--- config.mk ---
export PLATFORM = sky130hd
export DESIGN_NAME = tsfir_top
export DESIGN_NICKNAME = d
export VERILOG_FILES = /design/src/rtl/tsfir_pkg.sv /design/src/rtl/tsfir_seq.sv /design/src/rtl/tsfir_lane.sv /design/src/rtl/tsfir_sum.sv /design/src/rtl/tsfir_top.sv
export SDC_FILE = /design/constraint.sdc
export NUM_CORES = 2
export LEC_CHECK = 0
export ABC_CLOCK_PERIOD_IN_PS = 26300
export BUFFER_PORTS_ARGS = -buffer_cell sky130_fd_sc_hd__buf_4
export CAP_MARGIN = 0
export CORE_ASPECT_RATIO = 2
export CORE_MARGIN = 3
export CORE_UTILIZATION = 65
export CTS_BUF_LIST = sky130_fd_sc_hd__clkbuf_2
export DETAILED_ROUTE_END_ITERATION = 10
export PLACE_DENSITY = 0.88
export SLEW_MARGIN = 20
export SYNTH_ARGS = -nofsm -noshare
export SYNTH_HDL_FRONTEND = slang
export SYNTH_SLANG_ARGS = --single-unit
--- constraint.sdc ---
create_clock -name clk -period 26.3 [get_ports clk]
set_input_delay 1.315 -clock clk [delete_from_list [all_inputs] [get_ports clk]]
set_output_delay 1.315 -clock clk [all_outputs]
set_load 0.05 [all_outputs]
--- src/rtl/tsfir_pkg.sv ---
package tsfir_pkg;

   typedef enum logic [0:0] {
      SEQ_IDLE = 1'b0,
      SEQ_RUN  = 1'b1
   } seq_state_t;

   function automatic int clog2_min1(input int value);
      return (value <= 1) ? 1 : $clog2(value);
   endfunction

endpackage

--- src/rtl/tsfir_seq.sv ---
module tsfir_seq
   import tsfir_pkg::*;
#(
   parameter int STEPS = 8,
   parameter int AW    = 3
) (
   input  logic          clk,
   input  logic          rst_n,
   input  logic          in_valid,
   output logic          in_ready,
   output logic          start,
   output logic          mac_en,
   output logic [AW-1:0] rd_addr,
   output logic          sum_en
);

   localparam logic [AW-1:0] LAST_ADDR = AW'(STEPS - 1);

   seq_state_t state_q;
   logic [AW-1:0] addr_q;
   logic          done_q;

   assign in_ready = (state_q == SEQ_IDLE);
   assign start    = in_valid && in_ready;
   assign mac_en   = (state_q == SEQ_RUN);
   assign rd_addr  = addr_q;
   assign sum_en   = done_q;

   always_ff @(posedge clk) begin
      if (!rst_n) begin
         state_q <= SEQ_IDLE;
         addr_q  <= '0;
         done_q  <= 1'b0;
      end else begin
         done_q <= 1'b0;
         case (state_q)
            SEQ_IDLE: begin
               if (start) begin
                  state_q <= SEQ_RUN;
                  addr_q  <= '0;
               end
            end
            SEQ_RUN: begin
               if (addr_q == LAST_ADDR) begin
                  state_q <= SEQ_IDLE;
                  done_q  <= 1'b1;
               end else begin
                  addr_q <= addr_q + 1'b1;
               end
            end
            default: state_q <= SEQ_IDLE;
         endcase
      end
   end

   // an accepted sample always opens a busy window
   assert_accept_busy_R4: assert property (@(posedge clk) disable iff (!rst_n)
      start |=> !in_ready);

   // the local address never leaves the lane slice while running
   assert_addr_range_R4: assert property (@(posedge clk) disable iff (!rst_n)
      mac_en |-> (rd_addr <= LAST_ADDR));

   // the sum strobe follows the final MAC step
   assert_sum_after_last_R5: assert property (@(posedge clk) disable iff (!rst_n)
      (mac_en && rd_addr == LAST_ADDR) |=> (sum_en && in_ready));

endmodule

--- src/rtl/tsfir_lane.sv ---
module tsfir_lane #(
   parameter int DATA_W = 16,
   parameter int COEF_W = 16,
   parameter int STEPS  = 8,
   parameter int AW     = 3,
   parameter int ACC_W  = 35
) (
   input  logic                     clk,
   input  logic                     rst_n,
   input  logic                     shift_en,
   input  logic [DATA_W-1:0]        shift_in,
   output logic [DATA_W-1:0]        shift_out,
   input  logic                     cwr_en,
   input  logic [AW-1:0]            cwr_idx,
   input  logic [COEF_W-1:0]        cwr_val,
   input  logic                     clr,
   input  logic                     mac_en,
   input  logic [AW-1:0]            rd_addr,
   output logic signed [ACC_W-1:0]  acc
);

   localparam int PROD_W = DATA_W + COEF_W;

   logic [DATA_W-1:0] hist_q [STEPS];
   logic [COEF_W-1:0] coef_q [STEPS];
   logic signed [PROD_W-1:0] prod;
   logic signed [ACC_W-1:0]  acc_q;

   assign shift_out = hist_q[STEPS-1];
   assign acc       = acc_q;
   assign prod      = $signed(hist_q[rd_addr]) * $signed(coef_q[rd_addr]);

   always_ff @(posedge clk) begin
      if (!rst_n) begin
         hist_q[0] <= '0;
      end else if (shift_en) begin
         hist_q[0] <= shift_in;
      end
   end

   generate
      for (genvar k = 1; k < STEPS; k++) begin : g_hist
         always_ff @(posedge clk) begin
            if (!rst_n) begin
               hist_q[k] <= '0;
            end else if (shift_en) begin
               hist_q[k] <= hist_q[k-1];
            end
         end
      end
      for (genvar k = 0; k < STEPS; k++) begin : g_coef
         always_ff @(posedge clk) begin
            if (!rst_n) begin
               coef_q[k] <= '0;
            end else if (cwr_en && cwr_idx == AW'(k)) begin
               coef_q[k] <= cwr_val;
            end
         end
      end
   endgenerate

   always_ff @(posedge clk) begin
      if (!rst_n) begin
         acc_q <= '0;
      end else if (clr) begin
         acc_q <= '0;
      end else if (mac_en) begin
         acc_q <= acc_q + ACC_W'(prod);
      end
   end

   // a cleared accumulator starts the sample from zero
   assert_clear_zero_R6: assert property (@(posedge clk) disable iff (!rst_n)
      clr |=> (acc_q == '0));

endmodule

--- src/rtl/tsfir_sum.sv ---
module tsfir_sum #(
   parameter int LANES     = 4,
   parameter int ACC_W     = 35,
   parameter int SUM_W     = 37,
   parameter int OUT_W     = 16,
   parameter int OUT_SHIFT = 15
) (
   input  logic                   clk,
   input  logic                   rst_n,
   input  logic [LANES*ACC_W-1:0] lane_acc,
   input  logic                   sum_en,
   output logic                   out_valid,
   output logic [OUT_W-1:0]       out_data
);

   logic signed [SUM_W-1:0] total;
   logic signed [SUM_W-1:0] shifted;

   generate
      if (LANES == 1) begin : g_single
         assign total = SUM_W'($signed(lane_acc[ACC_W-1:0]));
      end else begin : g_tree
         always_comb begin
            total = '0;
            for (int i = 0; i < LANES; i++) begin
               total = total + SUM_W'($signed(lane_acc[i*ACC_W +: ACC_W]));
            end
         end
      end
   endgenerate

   assign shifted = total >>> OUT_SHIFT;

   always_ff @(posedge clk) begin
      if (!rst_n) begin
         out_valid <= 1'b0;
         out_data  <= '0;
      end else begin
         out_valid <= sum_en;
         if (sum_en) begin
            out_data <= shifted[OUT_W-1:0];
         end
      end
   end

   // the strobe lasts a single cycle
   assert_valid_pulse_R5: assert property (@(posedge clk) disable iff (!rst_n)
      out_valid |=> !out_valid);

   // result register only moves when a strobe is issued
   assert_hold_result_R2: assert property (@(posedge clk) disable iff (!rst_n)
      !out_valid |-> $stable(out_data) || $past(sum_en));

endmodule

--- src/rtl/tsfir_top.sv ---
module tsfir_top
   import tsfir_pkg::*;
#(
   parameter int DATA_W    = 16,
   parameter int COEF_W    = 16,
   parameter int TAPS      = 32,
   parameter int LANES     = 4,
   parameter int OUT_W     = 16,
   parameter int OUT_SHIFT = 15,
   localparam int CAW      = clog2_min1(TAPS)
) (
   input  logic              clk,
   input  logic              rst_n,
   input  logic              in_valid,
   output logic              in_ready,
   input  logic [DATA_W-1:0] in_data,
   input  logic              coef_we,
   input  logic [CAW-1:0]    coef_addr,
   input  logic [COEF_W-1:0] coef_data,
   output logic              out_valid,
   output logic [OUT_W-1:0]  out_data
);

   localparam int STEPS = TAPS / LANES;
   localparam int AW    = clog2_min1(STEPS);
   localparam int ACC_W = DATA_W + COEF_W + clog2_min1(STEPS);
   localparam int SUM_W = ACC_W + clog2_min1(LANES);

   // configuration checks
   generate
      if (TAPS % LANES != 0) begin : g_bad_split_R8
         $error("tsfir_top: TAPS must be a multiple of LANES");
      end
      if (OUT_W + OUT_SHIFT > SUM_W) begin : g_bad_out_R8
         $error("tsfir_top: output slice exceeds full-precision sum");
      end
   endgenerate

   logic          start;
   logic          mac_en;
   logic          sum_en;
   logic [AW-1:0] rd_addr;
   logic [LANES*ACC_W-1:0] lane_acc;
   logic [DATA_W-1:0]      chain [LANES+1];
   logic [AW-1:0]          cwr_idx;
   logic [LANES-1:0]       cwr_sel;

   tsfir_seq #(
      .STEPS (STEPS),
      .AW    (AW)
   ) u_seq (
      .clk      (clk),
      .rst_n    (rst_n),
      .in_valid (in_valid),
      .in_ready (in_ready),
      .start    (start),
      .mac_en   (mac_en),
      .rd_addr  (rd_addr),
      .sum_en   (sum_en)
   );

   always_comb begin
      int unsigned a;
      a       = int'(coef_addr);
      cwr_idx = AW'(a % STEPS);
      cwr_sel = '0;
      for (int i = 0; i < LANES; i++) begin
         if (coef_we && (a / STEPS) == i) cwr_sel[i] = 1'b1;
      end
   end

   assign chain[0] = in_data;

   generate
      for (genvar i = 0; i < LANES; i++) begin : g_lane
         logic signed [ACC_W-1:0] acc_i;
         tsfir_lane #(
            .DATA_W (DATA_W),
            .COEF_W (COEF_W),
            .STEPS  (STEPS),
            .AW     (AW),
            .ACC_W  (ACC_W)
         ) u_lane (
            .clk       (clk),
            .rst_n     (rst_n),
            .shift_en  (start),
            .shift_in  (chain[i]),
            .shift_out (chain[i+1]),
            .cwr_en    (cwr_sel[i]),
            .cwr_idx   (cwr_idx),
            .cwr_val   (coef_data),
            .clr       (start),
            .mac_en    (mac_en),
            .rd_addr   (rd_addr),
            .acc       (acc_i)
         );
         assign lane_acc[i*ACC_W +: ACC_W] = acc_i;
      end
   endgenerate

   tsfir_sum #(
      .LANES     (LANES),
      .ACC_W     (ACC_W),
      .SUM_W     (SUM_W),
      .OUT_W     (OUT_W),
      .OUT_SHIFT (OUT_SHIFT)
   ) u_sum (
      .clk       (clk),
      .rst_n     (rst_n),
      .lane_acc  (lane_acc),
      .sum_en    (sum_en),
      .out_valid (out_valid),
      .out_data  (out_data)
   );

   // a strobe is preceded by a busy cycle two edges earlier
   assert_valid_latency_R5: assert property (@(posedge clk) disable iff (!rst_n)
      $rose(out_valid) |-> !$past(in_ready, 2));

   // at most one lane takes a coefficient write
   assert_one_lane_write_R3: assert property (@(posedge clk) disable iff (!rst_n)
      $onehot0(cwr_sel));

endmodule

==> flow_metrics.tcl <==
set metrics [dict create \
    period_needed_ns 11.31 \
    cts_resized 0 \
    track_usage_pct 36.35 \
    drtAntennaViolNets 0 \
    fin_worst_skew_ns 0.2725 \
    grt_pass1_vias 69700 \
    maxCapViolations 0 \
    worstPathRequired_ns 27.68 \
    crit_slowest_cell "mux2i_1" \
    cts_buffer_depth 4 \
    drive_gt1_share_pct 12.08 \
    drt-vias-per-instance 6.090 \
    fp.dieW_um 275.8 \
    dp_hpwl_um 204300 \
    start_util_pct 65.50 \
    port_buffers 58 \
    antenna_found_initial 18 \
    globalRoute.totalOverflow 0 \
    postCtsSetupRepairBufs 0 \
    layout-area-overhead-vs-synth_pct 5.167 \
    drc_errors 0 \
    slew_viol_final 0 \
    slowest_delay_ns 0.83 \
    vias 62450 \
    synthTopCellsByArea "edfxtp_1, fa_1, and2_1" \
    yosys.area.top_type "edfxtp_1" \
    core_um2 144400 \
    tightest_slew_ns 1.200 \
    setup_viol 0 \
    rsz0062_at_grt "false" \
    synth_cell_types 73 \
    dr.pass1.iters 8 \
    status "finished, final reports clean" \
    hold_buffers 1 \
    worst_ep_arrival_time_ns 12.69 \
    synth_nets 9713 \
    hold_viol 0 \
    avgRoutedWirePerCell_um 25.79 \
    wl_um 264500 \
    clkTransAtPathRegs_ns 0.13 \
    die-height_um 545.6 \
    relSlewSlack_pct 17.71 \
    grt_max_degree 178 \
    period_share_pct 43.00 \
    root_buffer "clkbuf_2" \
    io_pins 59 \
    final.setup.tns_ns 0 \
    path_max_fanout 45 \
    die_area_um2 150500 \
    seq_area_frac_synth_pct 35.65 \
    cts_tree "built" \
    cts-htree-levels 5 \
    drt_iter0_markers 5513 \
    synth-seq-cells 1173 \
    grt_first_pass_wirelength_um 403000 \
    fin_nets 9814 \
    setup.worst_path.end_class "register" \
    synth_edf_count 1024 \
    yosys_warnings 0 \
    clkSinkCount 1173 \
    fmax_ghz 0.08842 \
    synth_top_cell_area_share_pct 32.50 \
    syn-cell-area_um2 94620 \
    path_delay_family "adder cells" \
    cp_num_buf_inv 6 \
    path_common_cell "fa_1" \
    startpoint_type "register" \
    synth.avg_cell_area_um2 11.73 \
    synthFlopType "edfxtp_1" \
    synthCells 8063 \
    synthArstFlopShare_pct 0 \
    rows 197 \
    critPathKind "reg -> reg" \
    cts_buffers 266 \
    holdCritPathClass "in -> reg" \
    clock_latency_ns 1.50 \
    gp_congestion 1.026 \
]
-- layout make-up --
class / instances / area [um2]
Inverter: 1311 / 4921
Sequential cell: 1173 / 33750
Multi-Input combinational cell: 5241 / 54740
Fill cell: 9999 / 44940
Timing Repair Buffer: 171 / 1331
Antenna cell: 21 / 52.55
Clock inverter: 86 / 538.0
Tap cell: 1890 / 2365
Clock buffer: 362 / 1812
-- cell families (layout without fill, tap and decap cells) --
logic type | count (synthesis) | in the layout | synth area share [%]
flops | 1173 | 1173 | 35.65
mux | 509 | 509 | 8.939
compound gates | 452 | 452 | 3.076
other cells | 0 | 21 | 0
buf+inv | 1649 | 1930 | 6.694
xor+xnor | 150 | 150 | 1.403
fa+ha+maj | 1609 | 1609 | 30.79
simple gates | 2521 | 2521 | 13.44
-- per-layer routing --
metal / vias up / part of all wire (%) / global-route usage, %
li1: 26390 / - / -
met1: 31390 / 30 / 36.95
met2: 3307 / 50 / 60.67
met3: 1354 / 7.4 / 7.032
met4: 12 / 13 / 36.38
met5: - / 0.031 / 0
-- final timing paths --
check	slack, ns	to	cells after the start	start
max	14.99	g_lane[0].u_lane.acc[28]	25	register
min	0.14	g_lane[0].u_lane.hist_q[0][13]	2	in_data[13]
max reg2reg	14.99	g_lane[0].u_lane.acc[28]	25	register
min reg2reg	0.40	g_lane[1].u_lane.hist_q[2][10]	1	g_lane[1].u_lane.hist_q[1][10]
-- through the flow --
stage | area, um2 | hold slack [ns] | utilization [%] | setup WS, ns | std cells
final | 99500 | 0.1424 | 68.89 | 14.99 | 10260
after global routing | 99480 | 0.1090 | 68.88 | 14.18 | 10250
after CTS | 99370 | 0.02346 | 68.79 | 14.80 | 10230
after detailed placement | 97010 | 0.4520 | 67.16 | 14.86 | 9783
after global placement | 96960 | 0.4578 | 67.13 | 14.99 | 9783
after floorplan | 94620 | 0.4626 | - | 9.661 | 8063
-- Yosys cell counts (8+ instances only) --
cell and count:
o21bai_1 8, and3_1 19, ha_1 410, nor2_1 658, xor2_1 41, nor3_1 28, or3_1 12, nor3b_1 8
o21a_1 22, a211oi_1 44, inv_1 1311, mux4_2 256, dfxtp_1 149, buf_4 8, o21ai_0 115, a211o_1 9
mux2_2 91, a21o_1 50, nand3_1 29, or2_2 27, nand2b_1 60, clkbuf_1 236, edfxtp_1 1024, nand3b_1 10
fa_1 1199, nand4_1 9, a21oi_1 107, xnor2_1 108, and2_1 1042, nor2b_1 52, buf_1 23, a31oi_1 13
o211ai_1 15, nand2_1 553, mux2i_1 156, buf_2 67
-- state kept, by name, indices dropped and copies added (netlist names), named ones only --
signal / count
g_lane.u_lane.coef_q: 512
g_lane.u_lane.hist_q: 512
g_lane.u_lane.acc: 124
u_sum.out_data: 16
u_seq.rd_addr: 3
u_seq.mac_en: 1
u_seq.sum_en: 1
u_sum.out_valid: 1
-- cells in the final DEF, fill, tap and decap left out, types with 41 or more instances in the layout --
cell	instances
inv_1	1310
fa_1	1199
and2_1	1042
edfxtp_1	1024
nor2_1	638
nand2_1	552
ha_1	410
clkbuf_2	362
mux4_2	256
buf_4	167
dfxtp_1	145
mux2i_1	144
xnor2_1	108
a21oi_1	107
mux2_2	91
o21ai_0	83
nand2b_1	60
nor2b_1	52
a21o_1	50
clkinv_1	48
a211oi_1	44
xor2_1	41
Power is not shown: default switching activity piles up to over one toggle a cycle in this logic, so the estimate is an artifact.
